<file path="config.mk">
export PLATFORM = sky130hd
export DESIGN_NAME = rtc_core
export DESIGN_NICKNAME = d
export VERILOG_FILES = /design/src/rtl/rtc_pkg.sv /design/src/rtl/rtc_tick_sync.sv /design/src/rtl/rtc_counter.sv /design/src/rtl/rtc_match_irq.sv /design/src/rtl/rtc_regs.sv /design/src/rtl/rtc_core.sv
export SDC_FILE = /design/constraint.sdc
export NUM_CORES = 1
export LEC_CHECK = 0
export CAP_MARGIN = 10
export CORE_ASPECT_RATIO = 0.7
export CORE_MARGIN = 5
export CORE_UTILIZATION = 52
export DETAILED_ROUTE_END_ITERATION = 8
export DONT_BUFFER_PORTS = 1
export GPL_TIMING_DRIVEN = 0
export PLACE_DENSITY = 0.67
export SLEW_MARGIN = 20
export SYNTH_ARGS = -nofsm -noshare
export SYNTH_HDL_FRONTEND = slang
export SYNTH_HIERARCHICAL = 1
export SYNTH_SLANG_ARGS = --single-unit
</file>
<file path="constraint.sdc">
create_clock -name clk_i -period 4.6 [get_ports clk_i]
set_clock_uncertainty 0.1 [all_clocks]
set_input_delay 0.46 -clock clk_i [delete_from_list [all_inputs] [get_ports clk_i]]
set_output_delay 0.46 -clock clk_i [all_outputs]
set_load 0.1 [all_outputs]
</file>
<file path="src/rtl/rtc_pkg.sv">
package rtc_pkg;
  localparam int unsigned CNT_W  = 32;
  localparam int unsigned ADDR_W = 5;
  localparam int unsigned IDX_W  = ADDR_W - 2;

  localparam logic [IDX_W-1:0] IDX_COUNT = 3'd0;
  localparam logic [IDX_W-1:0] IDX_LOAD  = 3'd1;
  localparam logic [IDX_W-1:0] IDX_MATCH = 3'd2;
  localparam logic [IDX_W-1:0] IDX_STAT  = 3'd3;
  localparam logic [IDX_W-1:0] IDX_MASK  = 3'd4;
  localparam logic [IDX_W-1:0] IDX_CLR   = 3'd5;
endpackage

</file>
<file path="src/rtl/rtc_tick_sync.sv">
module rtc_tick_sync #(
  parameter int unsigned SYNC_STAGES = 2
) (
  input  logic clk_i,
  input  logic rst_ni,
  input  logic tick_i,
  output logic pulse_o
);
  logic [SYNC_STAGES-1:0] sync_q;
  logic [1:0]             conf_q;
  logic                   lvl;

  always_ff @(posedge clk_i or negedge rst_ni) begin
    if (!rst_ni) sync_q <= '0;
    else         sync_q <= {sync_q[SYNC_STAGES-2:0], tick_i};
  end

  assign lvl = sync_q[SYNC_STAGES-1];

  // level must be seen on two consecutive edges; one pulse per rising edge
  always_ff @(posedge clk_i or negedge rst_ni) begin
    if (!rst_ni) conf_q <= '0;
    else         conf_q <= {conf_q[0], lvl};
  end

  assign pulse_o = lvl & conf_q[0] & ~conf_q[1];
endmodule

</file>
<file path="src/rtl/rtc_counter.sv">
module rtc_counter #(
  parameter int unsigned W = 32
) (
  input  logic         clk_i,
  input  logic         rst_ni,
  input  logic         tick_i,
  input  logic         load_i,
  input  logic [W-1:0] load_val_i,
  output logic [W-1:0] cnt_o,
  output logic         upd_o
);
  logic [W-1:0] cnt_q;
  logic         upd_q;

  always_ff @(posedge clk_i or negedge rst_ni) begin
    if (!rst_ni) begin
      cnt_q <= '0;
      upd_q <= 1'b0;
    end else begin
      upd_q <= load_i | tick_i;
      if (load_i)      cnt_q <= load_val_i;
      else if (tick_i) cnt_q <= cnt_q + 1'b1;
    end
  end

  assign cnt_o = cnt_q;
  assign upd_o = upd_q;
endmodule

</file>
<file path="src/rtl/rtc_match_irq.sv">
module rtc_match_irq #(
  parameter int unsigned W = 32
) (
  input  logic         clk_i,
  input  logic         rst_ni,
  input  logic [W-1:0] cnt_i,
  input  logic [W-1:0] match_i,
  input  logic         upd_i,
  input  logic         clr_i,
  input  logic         mask_i,
  output logic         raw_o,
  output logic         irq_o
);
  logic raw_q;
  logic hit;

  assign hit = upd_i && (cnt_i == match_i);

  always_ff @(posedge clk_i or negedge rst_ni) begin
    if (!rst_ni)    raw_q <= 1'b0;
    else if (hit)   raw_q <= 1'b1;
    else if (clr_i) raw_q <= 1'b0;
  end

  assign raw_o = raw_q;
  assign irq_o = raw_q & mask_i;
endmodule

</file>
<file path="src/rtl/rtc_regs.sv">
module rtc_regs
  import rtc_pkg::*;
(
  input  logic              clk_i,
  input  logic              rst_ni,
  input  logic              psel_i,
  input  logic              penable_i,
  input  logic              pwrite_i,
  input  logic [ADDR_W-1:0] paddr_i,
  input  logic [CNT_W-1:0]  pwdata_i,
  output logic [CNT_W-1:0]  prdata_o,
  input  logic [CNT_W-1:0]  cnt_i,
  input  logic              raw_i,
  output logic              load_o,
  output logic [CNT_W-1:0]  load_val_o,
  output logic [CNT_W-1:0]  match_o,
  output logic              mask_o,
  output logic              clr_o
);
  logic [IDX_W-1:0] idx;
  logic             aligned;
  logic             wr;
  logic [CNT_W-1:0] load_q;
  logic [CNT_W-1:0] match_q;
  logic             mask_q;

  assign idx     = paddr_i[ADDR_W-1:2];
  assign aligned = (paddr_i[1:0] == 2'b00);
  assign wr      = psel_i & penable_i & pwrite_i & aligned;

  always_ff @(posedge clk_i or negedge rst_ni) begin
    if (!rst_ni) begin
      load_q  <= '0;
      match_q <= '0;
      mask_q  <= 1'b0;
    end else if (wr) begin
      case (idx)
        IDX_LOAD:  load_q  <= pwdata_i;
        IDX_MATCH: match_q <= pwdata_i;
        IDX_MASK:  mask_q  <= pwdata_i[0];
        default: ;
      endcase
    end
  end

  assign load_o     = wr && (idx == IDX_LOAD);
  assign load_val_o = pwdata_i;
  assign clr_o      = wr && (idx == IDX_CLR) && pwdata_i[0];
  assign match_o    = match_q;
  assign mask_o     = mask_q;

  always_comb begin
    prdata_o = '0;
    if (psel_i && aligned) begin
      case (idx)
        IDX_COUNT: prdata_o = cnt_i;
        IDX_LOAD:  prdata_o = load_q;
        IDX_MATCH: prdata_o = match_q;
        IDX_STAT:  prdata_o = {{(CNT_W-1){1'b0}}, raw_i};
        IDX_MASK:  prdata_o = {{(CNT_W-1){1'b0}}, mask_q};
        default:   prdata_o = '0;
      endcase
    end
  end
endmodule

</file>
<file path="src/rtl/rtc_core.sv">
module rtc_core
  import rtc_pkg::*;
#(
  parameter int unsigned SYNC_STAGES = 2
) (
  input  logic              clk_i,
  input  logic              rst_ni,
  input  logic              tick_i,
  input  logic              psel_i,
  input  logic              penable_i,
  input  logic              pwrite_i,
  input  logic [ADDR_W-1:0] paddr_i,
  input  logic [CNT_W-1:0]  pwdata_i,
  output logic [CNT_W-1:0]  prdata_o,
  output logic              irq_o
);
  logic             tick_pulse;
  logic             load_en;
  logic [CNT_W-1:0] load_val;
  logic [CNT_W-1:0] cnt_q;
  logic             upd_q;
  logic [CNT_W-1:0] match_q;
  logic             mask_q;
  logic             clr;
  logic             raw_q;

  rtc_tick_sync #(.SYNC_STAGES(SYNC_STAGES)) u_sync (
    .clk_i  (clk_i),
    .rst_ni (rst_ni),
    .tick_i (tick_i),
    .pulse_o(tick_pulse)
  );

  rtc_counter #(.W(CNT_W)) u_cnt (
    .clk_i     (clk_i),
    .rst_ni    (rst_ni),
    .tick_i    (tick_pulse),
    .load_i    (load_en),
    .load_val_i(load_val),
    .cnt_o     (cnt_q),
    .upd_o     (upd_q)
  );

  rtc_match_irq #(.W(CNT_W)) u_irq (
    .clk_i  (clk_i),
    .rst_ni (rst_ni),
    .cnt_i  (cnt_q),
    .match_i(match_q),
    .upd_i  (upd_q),
    .clr_i  (clr),
    .mask_i (mask_q),
    .raw_o  (raw_q),
    .irq_o  (irq_o)
  );

  rtc_regs u_regs (
    .clk_i     (clk_i),
    .rst_ni    (rst_ni),
    .psel_i    (psel_i),
    .penable_i (penable_i),
    .pwrite_i  (pwrite_i),
    .paddr_i   (paddr_i),
    .pwdata_i  (pwdata_i),
    .prdata_o  (prdata_o),
    .cnt_i     (cnt_q),
    .raw_i     (raw_q),
    .load_o    (load_en),
    .load_val_o(load_val),
    .match_o   (match_q),
    .mask_o    (mask_q),
    .clr_o     (clr)
  );
endmodule

</file>
==> results.sh, run 1 <==
export IMPL_run_status="finished clean"
export IMPL_avgSynthCellArea_um2=10.44
export IMPL_start_kind="input pin"
export IMPL_yosysTopAreaCell="dfrtp_1"
export IMPL_synth_top_cell_area_share_pct=41.91
export IMPL_cts_root_buffer="clkbuf_16"
export IMPL_synth_cell_types=46
export IMPL_ctsResizeCount=0
export IMPL_crit_path_max_fanout=10
export IMPL_worst_path_buf_inv=1
export IMPL_crit_path_end_kind="output port"
export IMPL_leakage_nw=3.043
export IMPL_cts_buffers=9
export IMPL_tns_ps=0
export IMPL_rr_startpoint="u_sync/conf_q[1]"
export IMPL_die_w_um=140.0
export IMPL_first_iter_violations=460
export IMPL_start_util_pct=52.82
export IMPL_hold_viol=0
export IMPL_drc=0
export IMPL_p_per_area_nw_per_um2=365.8
export IMPL_synth_area_leaders="dfrtp_1, mux2_4, mux2i_1, mux2_2, xor2_1"
export IMPL_worst_path_stages=4
export IMPL_fmax_mhz=332.0
export IMPL_crit_path_cell_trace="nor2_2, nand3b_1, buf_1, a21oi_2"
export IMPL_globalRouteMet3Util_pct=5.358
export IMPL_reg2regPathDepth=7
export IMPL_setup_viol_count_final=0
export IMPL_rsz0062_at_grt="no"
export IMPL_fin_crit_ps=3012
export IMPL_rrSetupSlack_ps=1870
export IMPL_ios=76
export IMPL_syn_to_final_growth_pct=13.31
export IMPL_min_path_type="in2reg"
export IMPL_grtUsageMet1_pct=33.41
export IMPL_dieArea_um2=14140
export IMPL_htree_num_levels=3
export IMPL_relSlewSlack_pct=21.03
export IMPL_async_reset_ff_share_pct=100.0
export IMPL_synth_warnings=6
export IMPL_antenna_found_initial=0
export IMPL_fillers=991
export IMPL_endpoint="prdata_o[29]"
export IMPL_hp_start="tick_i"
export IMPL_timing_final_max_slew_violations=0
export IMPL_required_ps=4040
export IMPL_clock_path_buffers=2
export IMPL_cts_setup_buffers=0
export IMPL_wire_per_inst_um=20.51
export IMPL_syn_num_nets=633
export IMPL_syn_area_um2=6150
export IMPL_port_buffers=0
export IMPL_die_h_um=101.0
export IMPL_drive_gt1_share_pct=31.91
export IMPL_holdWs_ps=34.81
export IMPL_cts_sinks=103
export IMPL_reg2reg_to="u_cnt/cnt_o[27]"
export IMPL_nNetsFinal=647
export IMPL_dr_total_vias=4487
export IMPL_cp_slowest_cell="a21oi_2"
export IMPL_rows=33
export IMPL_path_delay_family="compound AO/OA/AOI/OAI gates"
export IMPL_via_per_inst=5.865
export IMPL_fin_crit_sh_pct=65.48
export IMPL_met2_usage_pct=33.84
export IMPL_critPathMaxStageDelay_ps=1020
export IMPL_tritoncts="built"
export IMPL_gr_usage_all_layers_pct=22.65
export IMPL_total_power_mw=2.549
export IMPL_cp_startpoint="paddr_i[4]"
export IMPL_vdd_ir_drop_max_v=0.0002049
export IMPL_syn_inst=589
export IMPL_num_antenna_cells=0
export IMPL_criticalPathCategory="in2out"
export IMPL_clock_latency_ps=350
export IMPL_wirelength_mm=15.69
export IMPL_tightest_slew_ps=1185
export IMPL_seq_area_frac_synth_pct=41.91
export IMPL_crit_arrival_ps=2450
export IMPL_antenna_left=0
export IMPL_post_dp_hpwl_mm=11.03
export IMPL_gp_congestion=0.8453
export IMPL_grt_max_degree=104
export IMPL_path_clk_slew_ps=70
export IMPL_core_area_um2=11640
export IMPL_grt_pass1_wl_mm=25.06
export IMPL_regArea_um2=2577
export IMPL_synth_seq_cells=103
export IMPL_holdBufCountCts=2
export IMPL_firstDrtPassIters=5
export IMPL_multi_input_area_um2=3373
export IMPL_synth_edf_count=0
export IMPL_synthFlopType="dfrtp_1"
export IMPL_grt_busiest_layer="met2"
export IMPL_first_global_vias=4405
export IMPL_grt_overflow=0
export IMPL_cap_violations=0
## cell families (layout without fill, tap and decap cells)
family	Yosys count	count (layout)	share of synthesized area [%]
buf+inv	74	93	7.752
simple gates	186	186	16.56
fa+ha+maj	1	1	0.2034
flops	103	103	41.91
mux	99	99	19.31
xor+xnor	47	47	6.694
compound gates	79	79	7.569
## cell usage in the layout (no fill, tap or decap), types with 5 or more instances in the layout
| cell | count |
|---|---|
| xor2_1 | 35 |
| mux2_4 | 30 |
| dfrtp_1 | 103 |
| mux2_2 | 28 |
| nor3_1 | 5 |
| nand3_1 | 15 |
| or4_1 | 13 |
| a21oi_4 | 19 |
| nand2_1 | 61 |
| nand4_1 | 10 |
| nor2_1 | 16 |
| a31oi_1 | 11 |
| mux2i_1 | 32 |
| buf_6 | 7 |
| o21ai_0 | 17 |
| xnor2_1 | 12 |
| inv_1 | 7 |
| clkbuf_16 | 9 |
| clkbuf_1 | 17 |
| or2_2 | 32 |
| buf_4 | 38 |
| a21oi_2 | 12 |
| mux2_1 | 9 |
| nor4_1 | 12 |
| o31ai_1 | 10 |
## per-stage QoR
step                worst slack [ps]  instances  cell area (um2)  utilization [%]
floorplan                       1120        589             6156                -
global placement               983.2        746             6352            54.56
detailed placement              1604        747             6554            56.29
CTS                             1597        765             6869            58.99
global route                    1454        765             6968            59.84
finish                          1588        765             6968            59.84
## worst reg2reg max path: stages (launching register included)
cell	delay, ps
dfrtp_1	350
and3b_1	210
buf_2	190
nand4_2	300
or4_1	600
buf_2	240
or4_1	500
a31oi_1	160
## metal layers
layer,part of all wire [%],wire length (um)
met3,5.5,858
met4,0.93,146
met5,0,0
met1,49,7727
met2,44,6958
## cell type report
type                    count  share of cell area, %
flip-flops and latches    103                  36.99
clock inverters             3                 0.2514
plain buffers              66                  6.428
multi-input cells         412                  48.41
inverters                   8                 0.4310
repair buffers              3                 0.9337
clock buffers              13                  3.735
well taps                 157                  2.819
## cell usage after synthesis, types with 2 or more instances
cell type and number:
a21oi_1 32, a31oi_1 11, and2_1 3, and3_1 4
and4_1 3, buf_1 3, buf_2 3, buf_4 38
buf_6 7, clkbuf_1 15, dfrtp_1 103, inv_1 7
mux2_1 9, mux2_2 28, mux2_4 30, mux2i_1 32
nand2_1 61, nand2b_1 2, nand3_1 15, nand4_1 10
nor2_1 16, nor2b_1 2, nor3_1 5, nor4_1 12
o211ai_1 3, o21ai_0 17, o31a_1 2, o31ai_1 10
or2_2 32, or4_1 13, xnor2_1 12, xor2_1 35
## power by group
part           internal [mW]  switching (mW)
clock                  0.396           0.348
combinational          0.270           0.318
sequential              1.03           0.184
total                   1.70           0.851
## state kept, by name, indices dropped and copies added (netlist names)
| name | cells |
|---|---|
| u_regs/mask_o | 1 |
| u_sync/conf_q | 2 |
| u_cnt/cnt_o | 32 |
| u_regs/load_q | 32 |
| u_sync/sync_q | 2 |
| u_regs/match_o | 32 |
| u_irq/raw_o | 1 |
| u_cnt/upd_o | 1 |
## worst min path at each step
| stage | to | cells past startpoint |
|---|---|---|
| after floorplan | u_cnt/cnt_o[0] | 0 |
| after global placement | u_regs/load_q[7] | 0 |
| after detailed placement | u_regs/load_q[10] | 0 |
| after CTS | u_sync/sync_q[0] | 0 |
| after global routing | u_sync/sync_q[0] | 0 |
| final | u_sync/sync_q[0] | 0 |
(Power assumes the default switching activity.)
==> run 2, diff against run 1 <==
==> constraint.sdc (replaced) <==
create_clock -name clk_i -period 2.8 [get_ports clk_i]
set_clock_uncertainty 0.1 [all_clocks]
set_input_delay 0.28 -clock clk_i [delete_from_list [all_inputs] [get_ports clk_i]]
set_output_delay 0.28 -clock clk_i [all_outputs]
set_load 0.1 [all_outputs]
==> run 2 against run 1 <==
The run now ends with hold timing left. Global-route usage is 0.78 points higher. Die area unchanged. Highest routed layer unchanged. Setup slack worse by 1500 ps. Wire length rose by 4.3%. Sequential share of layout area fell by 1.8 points. Cell count increased by 4.1%. Critical path type unchanged. Non-clock buffer count is 31 higher.
==> results.sh, run 2 (synthesis gave the netlist of run 1 again) <==
export IMPL_run_status="finished with violations"
export IMPL_violations="hold timing"
export IMPL_grt_overflow=0
export IMPL_final_cell_mix="dfrtp_1, nand2_1, buf_4"
export IMPL_rrSetupSlack_ps=100
export IMPL_p_per_area_nw_per_um2=597.6
export IMPL_cts_root_buffer="clkbuf_16"
export IMPL_start_util_pct=52.82
export IMPL_hold_viol=103
export IMPL_reg2regPathDepth=7
export IMPL_fillers=966
export IMPL_dp_slack_ps=33.87
export IMPL_setup_viol_count_final=0
export IMPL_multi_input_area_um2=3383
export IMPL_start_kind="input pin"
export IMPL_clkPwrFrac_pct=31.5
export IMPL_num_antenna_cells=0
export IMPL_drc=0
export IMPL_port_buffers=0
export IMPL_clock_latency_ps=340
export IMPL_gr_usage_all_layers_pct=23.43
export IMPL_leakage_nw=3.179
export IMPL_cp_startpoint="paddr_i[4]"
export IMPL_internal_power_mw=2.976
export IMPL_ios=76
export IMPL_clock_path_buffers=2
export IMPL_total_power_mw=4.372
export IMPL_rr_startpoint="u_sync/conf_q[1]"
export IMPL_holdWs_ps=-470.4
export IMPL_timing_final_max_slew_violations=0
export IMPL_htree_num_levels=3
export IMPL_tns_ps=0
export IMPL_fin_crit_ps=2746
export IMPL_core_area_um2=11640
export IMPL_crit_path_max_fanout=10
export IMPL_fmax_mhz=364.1
export IMPL_power_switching_mw=1.397
export IMPL_cts_sinks=103
export IMPL_drive_gt1_share_pct=30.67
export IMPL_fin_area_um2=7317
export IMPL_p_sw_share_pct=31.94
export IMPL_nNetsFinal=678
export IMPL_regArea_um2=2577
export IMPL_endpoint="prdata_o[28]"
export IMPL_required_ps=2420
export IMPL_antenna_left=0
export IMPL_dr_total_vias=4637
export IMPL_rsz0062_at_grt="yes"
export IMPL_pwr_share_seq_pct=46.0
export IMPL_post_dp_hpwl_mm=11.22
export IMPL_vdd_ir_drop_max_v=0.0003651
export IMPL_criticalPathCategory="in2out"
export IMPL_worst_slack_ps=53.87
export IMPL_relSlewSlack_pct=19.37
export IMPL_die_h_um=101.0
export IMPL_grt_pass1_wl_mm=25.99
export IMPL_tightest_slew_ps=1209
export IMPL_final_common_cell="dfrtp_1"
export IMPL_wire_per_inst_um=20.56
export IMPL_firstDrtPassIters=5
export IMPL_dieArea_um2=14140
export IMPL_combPwrFrac_pct=22.6
export IMPL_gp_congestion=0.8926
export IMPL_cts_buffers=9
export IMPL_min_path_type="in2async"
export IMPL_wirelength_mm=16.36
export IMPL_cap_violations=0
export IMPL_holdBufCountCts=33
export IMPL_fin_crit_sh_pct=98.08
export IMPL_first_global_vias=4795
export IMPL_rows=33
export IMPL_via_per_inst=5.825
export IMPL_crit_arrival_ps=2370
export IMPL_first_iter_violations=335
export IMPL_crit_path_end_kind="output port"
export IMPL_tritoncts="built"
export IMPL_path_clk_slew_ps=70
export IMPL_antenna_found_initial=0
export IMPL_syn_to_final_growth_pct=18.98
export IMPL_reg2reg_to="u_cnt/cnt_o[27]"
export IMPL_die_w_um=140.0
export IMPL_grt_max_degree=104
export IMPL_placed_area_um2=6539
## run 2: cell count changes in the layout (fill, tap and decap cells not counted), sizes merged
| cell | before | now |
|---|---|---|
| buf | 52 | 51 |
| bufinv | 0 | 2 |
| clkbuf | 29 | 27 |
| dlygate4sd3 | 1 | 33 |
## run 2: worst max-delay path: stages
cell and delay, ps:
nor2_2 230, nand3b_1 250, buf_1 540, a21oi_2 1060
## run 2: metrics by stage
step | instances | utilization, %
3_5_place_dp | 747 | 56.16
4_1_cts | 796 | 61.81
5_1_grt | 796 | 62.84
6_report | 796 | 62.84
2_1_floorplan | 589 | -
3_3_place_gp | 746 | 55.63
## run 2: routing by layer
metal  vias to the layer above  track usage [%]  wire length, um  share of wire, %
li1                       2146                -                -                 -
met2                       137            35.43             7090                43
met5                         -                0                0                 0
met1                      2331            34.61             7955                49
met3                        23            4.362              960               5.9
met4                         0            6.552              356               2.2
## run 2: what timing repair did
item | in CTS | in global routing
setup endpoints to repair | 1 | 6
buffers inserted | 0 | 0
resized for setup | 1 | 2
hold endpoints to repair | 169 | 103
## run 2: worst min-delay path by stage
stage               startpoint           endpoint  cells past startpoint
finish                  rst_ni   u_sync/sync_q[1]                      0
global route            rst_ni   u_sync/sync_q[0]                      0
CTS                     rst_ni  u_regs/load_q[14]                      0
detailed placement      rst_ni   u_sync/sync_q[0]                      0
global placement        rst_ni   u_sync/sync_q[0]                      0
floorplan               rst_ni     u_cnt/cnt_o[0]                      0
## run 2: power groups by stage
stage / logic [mW] / registers, mW / clock network (mW)
detailed placement: 0.906 / 2.02 / 0
global placement: 0.881 / 2.01 / 0
CTS: 0.960 / 2.00 / 1.39
floorplan: 0.731 / 1.95 / 0
global route: 1.06 / 2.05 / 1.46
finish: 0.986 / 2.01 / 1.38
## run 2: layout make-up
class                   count  share of cell area (%)
well taps                 157                   2.685
clock buffers              11                   3.317
inverters                   8                  0.4104
flip-flops and latches    103                   35.23
multi-input cells         412                   46.24
repair buffers             34                   4.891
plain buffers              66                   6.122
clock inverters             5                   1.111
==> run 3, diff against run 2 <==
--- a/config.mk
+++ b/config.mk
@@ -12,6 +12,7 @@
 export DETAILED_ROUTE_END_ITERATION = 8
 export DONT_BUFFER_PORTS = 1
 export GPL_TIMING_DRIVEN = 0
+export HOLD_SLACK_MARGIN = 0.08
 export PLACE_DENSITY = 0.67
 export SLEW_MARGIN = 20
 export SYNTH_ARGS = -nofsm -noshare
==> run 3 against run 2 <==
The flow still finishes with violations (hold timing). Clock power barely moved. Maximum frequency fell by 0.11%. Core utilization did not move. Non-clock buffer count did not move. Critical path type unchanged. Highest routed layer unchanged.
==> results.sh, run 3 (synthesis gave the netlist of run 1 again) <==
export IMPL_hold_viol=103
export IMPL_antenna_left=0
export IMPL_reg2reg_to="u_cnt/cnt_o[27]"
export IMPL_cap_violations=0
export IMPL_firstDrtPassIters=4
export IMPL_dr_total_vias=4636
export IMPL_final_cell_mix="dfrtp_1, nand2_1, buf_4"
export IMPL_holdBufCountCts=33
export IMPL_nNetsFinal=678
export IMPL_worst_path_buf_inv=1
export IMPL_critPathMaxStageDelay_ps=1050
export IMPL_reg2regPathDepth=7
export IMPL_first_global_vias=4755
export IMPL_clock_path_buffers=2
export IMPL_rrSetupSlack_ps=130
export IMPL_path_clk_slew_ps=70
export IMPL_core_area_um2=11640
export IMPL_violations="hold timing"
export IMPL_drive_gt1_share_pct=30.67
export IMPL_run_status="finished with violations"
export IMPL_port_buffers=0
export IMPL_gp_congestion=0.8926
export IMPL_drc=0
export IMPL_crit_path_cell_trace="nor2_2, nand3b_1, buf_1, a21oi_2"
export IMPL_first_iter_violations=315
export IMPL_relSlewSlack_pct=19.71
export IMPL_cp_slowest_cell="a21oi_2"
export IMPL_grt_pass1_wl_mm=25.72
export IMPL_grt_max_degree=104
export IMPL_cts_root_buffer="clkbuf_16"
export IMPL_tightest_slew_ps=1204
export IMPL_gr_usage_all_layers_pct=23.15
export IMPL_criticalPathCategory="in2out"
export IMPL_required_ps=2420
export IMPL_tritoncts="built"
export IMPL_cp_startpoint="paddr_i[4]"
export IMPL_leakage_nw=3.179
export IMPL_vdd_ir_drop_max_v=0.0003633
export IMPL_fillers=966
export IMPL_rows=33
export IMPL_antenna_found_initial=0
export IMPL_rsz0062_at_grt="yes"
export IMPL_final_common_cell="dfrtp_1"
export IMPL_start_kind="input pin"
export IMPL_syn_to_final_growth_pct=18.98
export IMPL_path_delay_family="compound AO/OA/AOI/OAI gates"
export IMPL_fin_crit_sh_pct=98.18
export IMPL_min_path_type="in2async"
export IMPL_cts_buffers=9
export IMPL_tns_ps=0
export IMPL_crit_path_end_kind="output port"
export IMPL_wire_per_inst_um=20.36
export IMPL_grt_overflow=0
export IMPL_fin_crit_ps=2749
export IMPL_p_per_area_nw_per_um2=597.8
export IMPL_clock_latency_ps=340
export IMPL_die_h_um=101.0
export IMPL_via_per_inst=5.824
export IMPL_htree_num_levels=3
export IMPL_holdWs_ps=-469.0
export IMPL_start_util_pct=52.82
export IMPL_cts_sinks=103
export IMPL_endpoint="prdata_o[28]"
export IMPL_dieArea_um2=14140
export IMPL_fmax_mhz=363.7
export IMPL_rr_startpoint="u_sync/conf_q[1]"
export IMPL_ios=76
export IMPL_wirelength_mm=16.21
export IMPL_die_w_um=140.0
export IMPL_post_dp_hpwl_mm=11.22
export IMPL_crit_arrival_ps=2370
export IMPL_crit_path_max_fanout=10
export IMPL_worst_path_stages=4
export IMPL_num_antenna_cells=0
export IMPL_setup_viol_count_final=0
export IMPL_timing_final_max_slew_violations=0
export IMPL_cts_setup_buffers=0
run 3: cell counts in the layout (fill, tap and decap cells not counted):
No cell type changed its count.
run 3: worst min path at each step:
stage               startpoint                end  slack (ps)
finish                  rst_ni   u_sync/sync_q[1]        -470
global route            rst_ni   u_sync/sync_q[0]        -490
CTS                     rst_ni  u_regs/load_q[14]        -480
detailed placement      rst_ni   u_sync/sync_q[0]        -110
global placement        rst_ni   u_sync/sync_q[0]        -110
floorplan               rst_ni     u_cnt/cnt_o[0]        -120
run 3: cell type report:
| cell class | count | area (um2) | area share (%) |
|---|---|---|---|
| timing repair buffer | 34 | 357.8 | 4.891 |
| clock buffer | 11 | 242.7 | 3.317 |
| sequential | 103 | 2577 | 35.23 |
| multi-input combinational | 412 | 3383 | 46.24 |
| tap | 157 | 196.4 | 2.685 |
| inverter | 8 | 30.03 | 0.4104 |
| clock inverter | 5 | 81.33 | 1.111 |
| buffer | 66 | 447.9 | 6.122 |
run 3: timing repair:
action / CTS / global route
endpoints found under the hold margin: 187 / 103
endpoints found under the setup margin: 1 / 6
resized for setup: 1 / 2
gates cloned: 0 / 0
run 3: metrics by stage:
stage	area [um2]	setup slack [ps]	instances	power, mW	utilization (%)
2_1_floorplan	6281	141.2	589	2.679	-
3_3_place_gp	6477	-3.875	746	2.888	55.63
3_5_place_dp	6539	33.87	747	2.927	56.16
4_1_cts	7197	53.07	796	4.351	61.81
5_1_grt	7317	-19.82	796	4.576	62.84
6_report	7317	50.83	796	4.374	62.84
run 3: per-layer routing:
| layer | GRT usage [%] | vias to the layer above | share of wire (%) |
|---|---|---|---|
| met5 | 0 | - | 0 |
| met4 | 6.552 | 0 | 2.2 |
| met3 | 4.173 | 23 | 5.9 |
| met2 | 35.21 | 142 | 44 |
| met1 | 34.10 | 2326 | 48 |
| li1 | - | 2145 | - |
run 3: report_power, final:
part           switching, mW  internal (mW)  total [mW]
combinational          0.517          0.470       0.986
clock                  0.569          0.809        1.38
sequential             0.313           1.70        2.01
total                   1.40           2.98        4.37
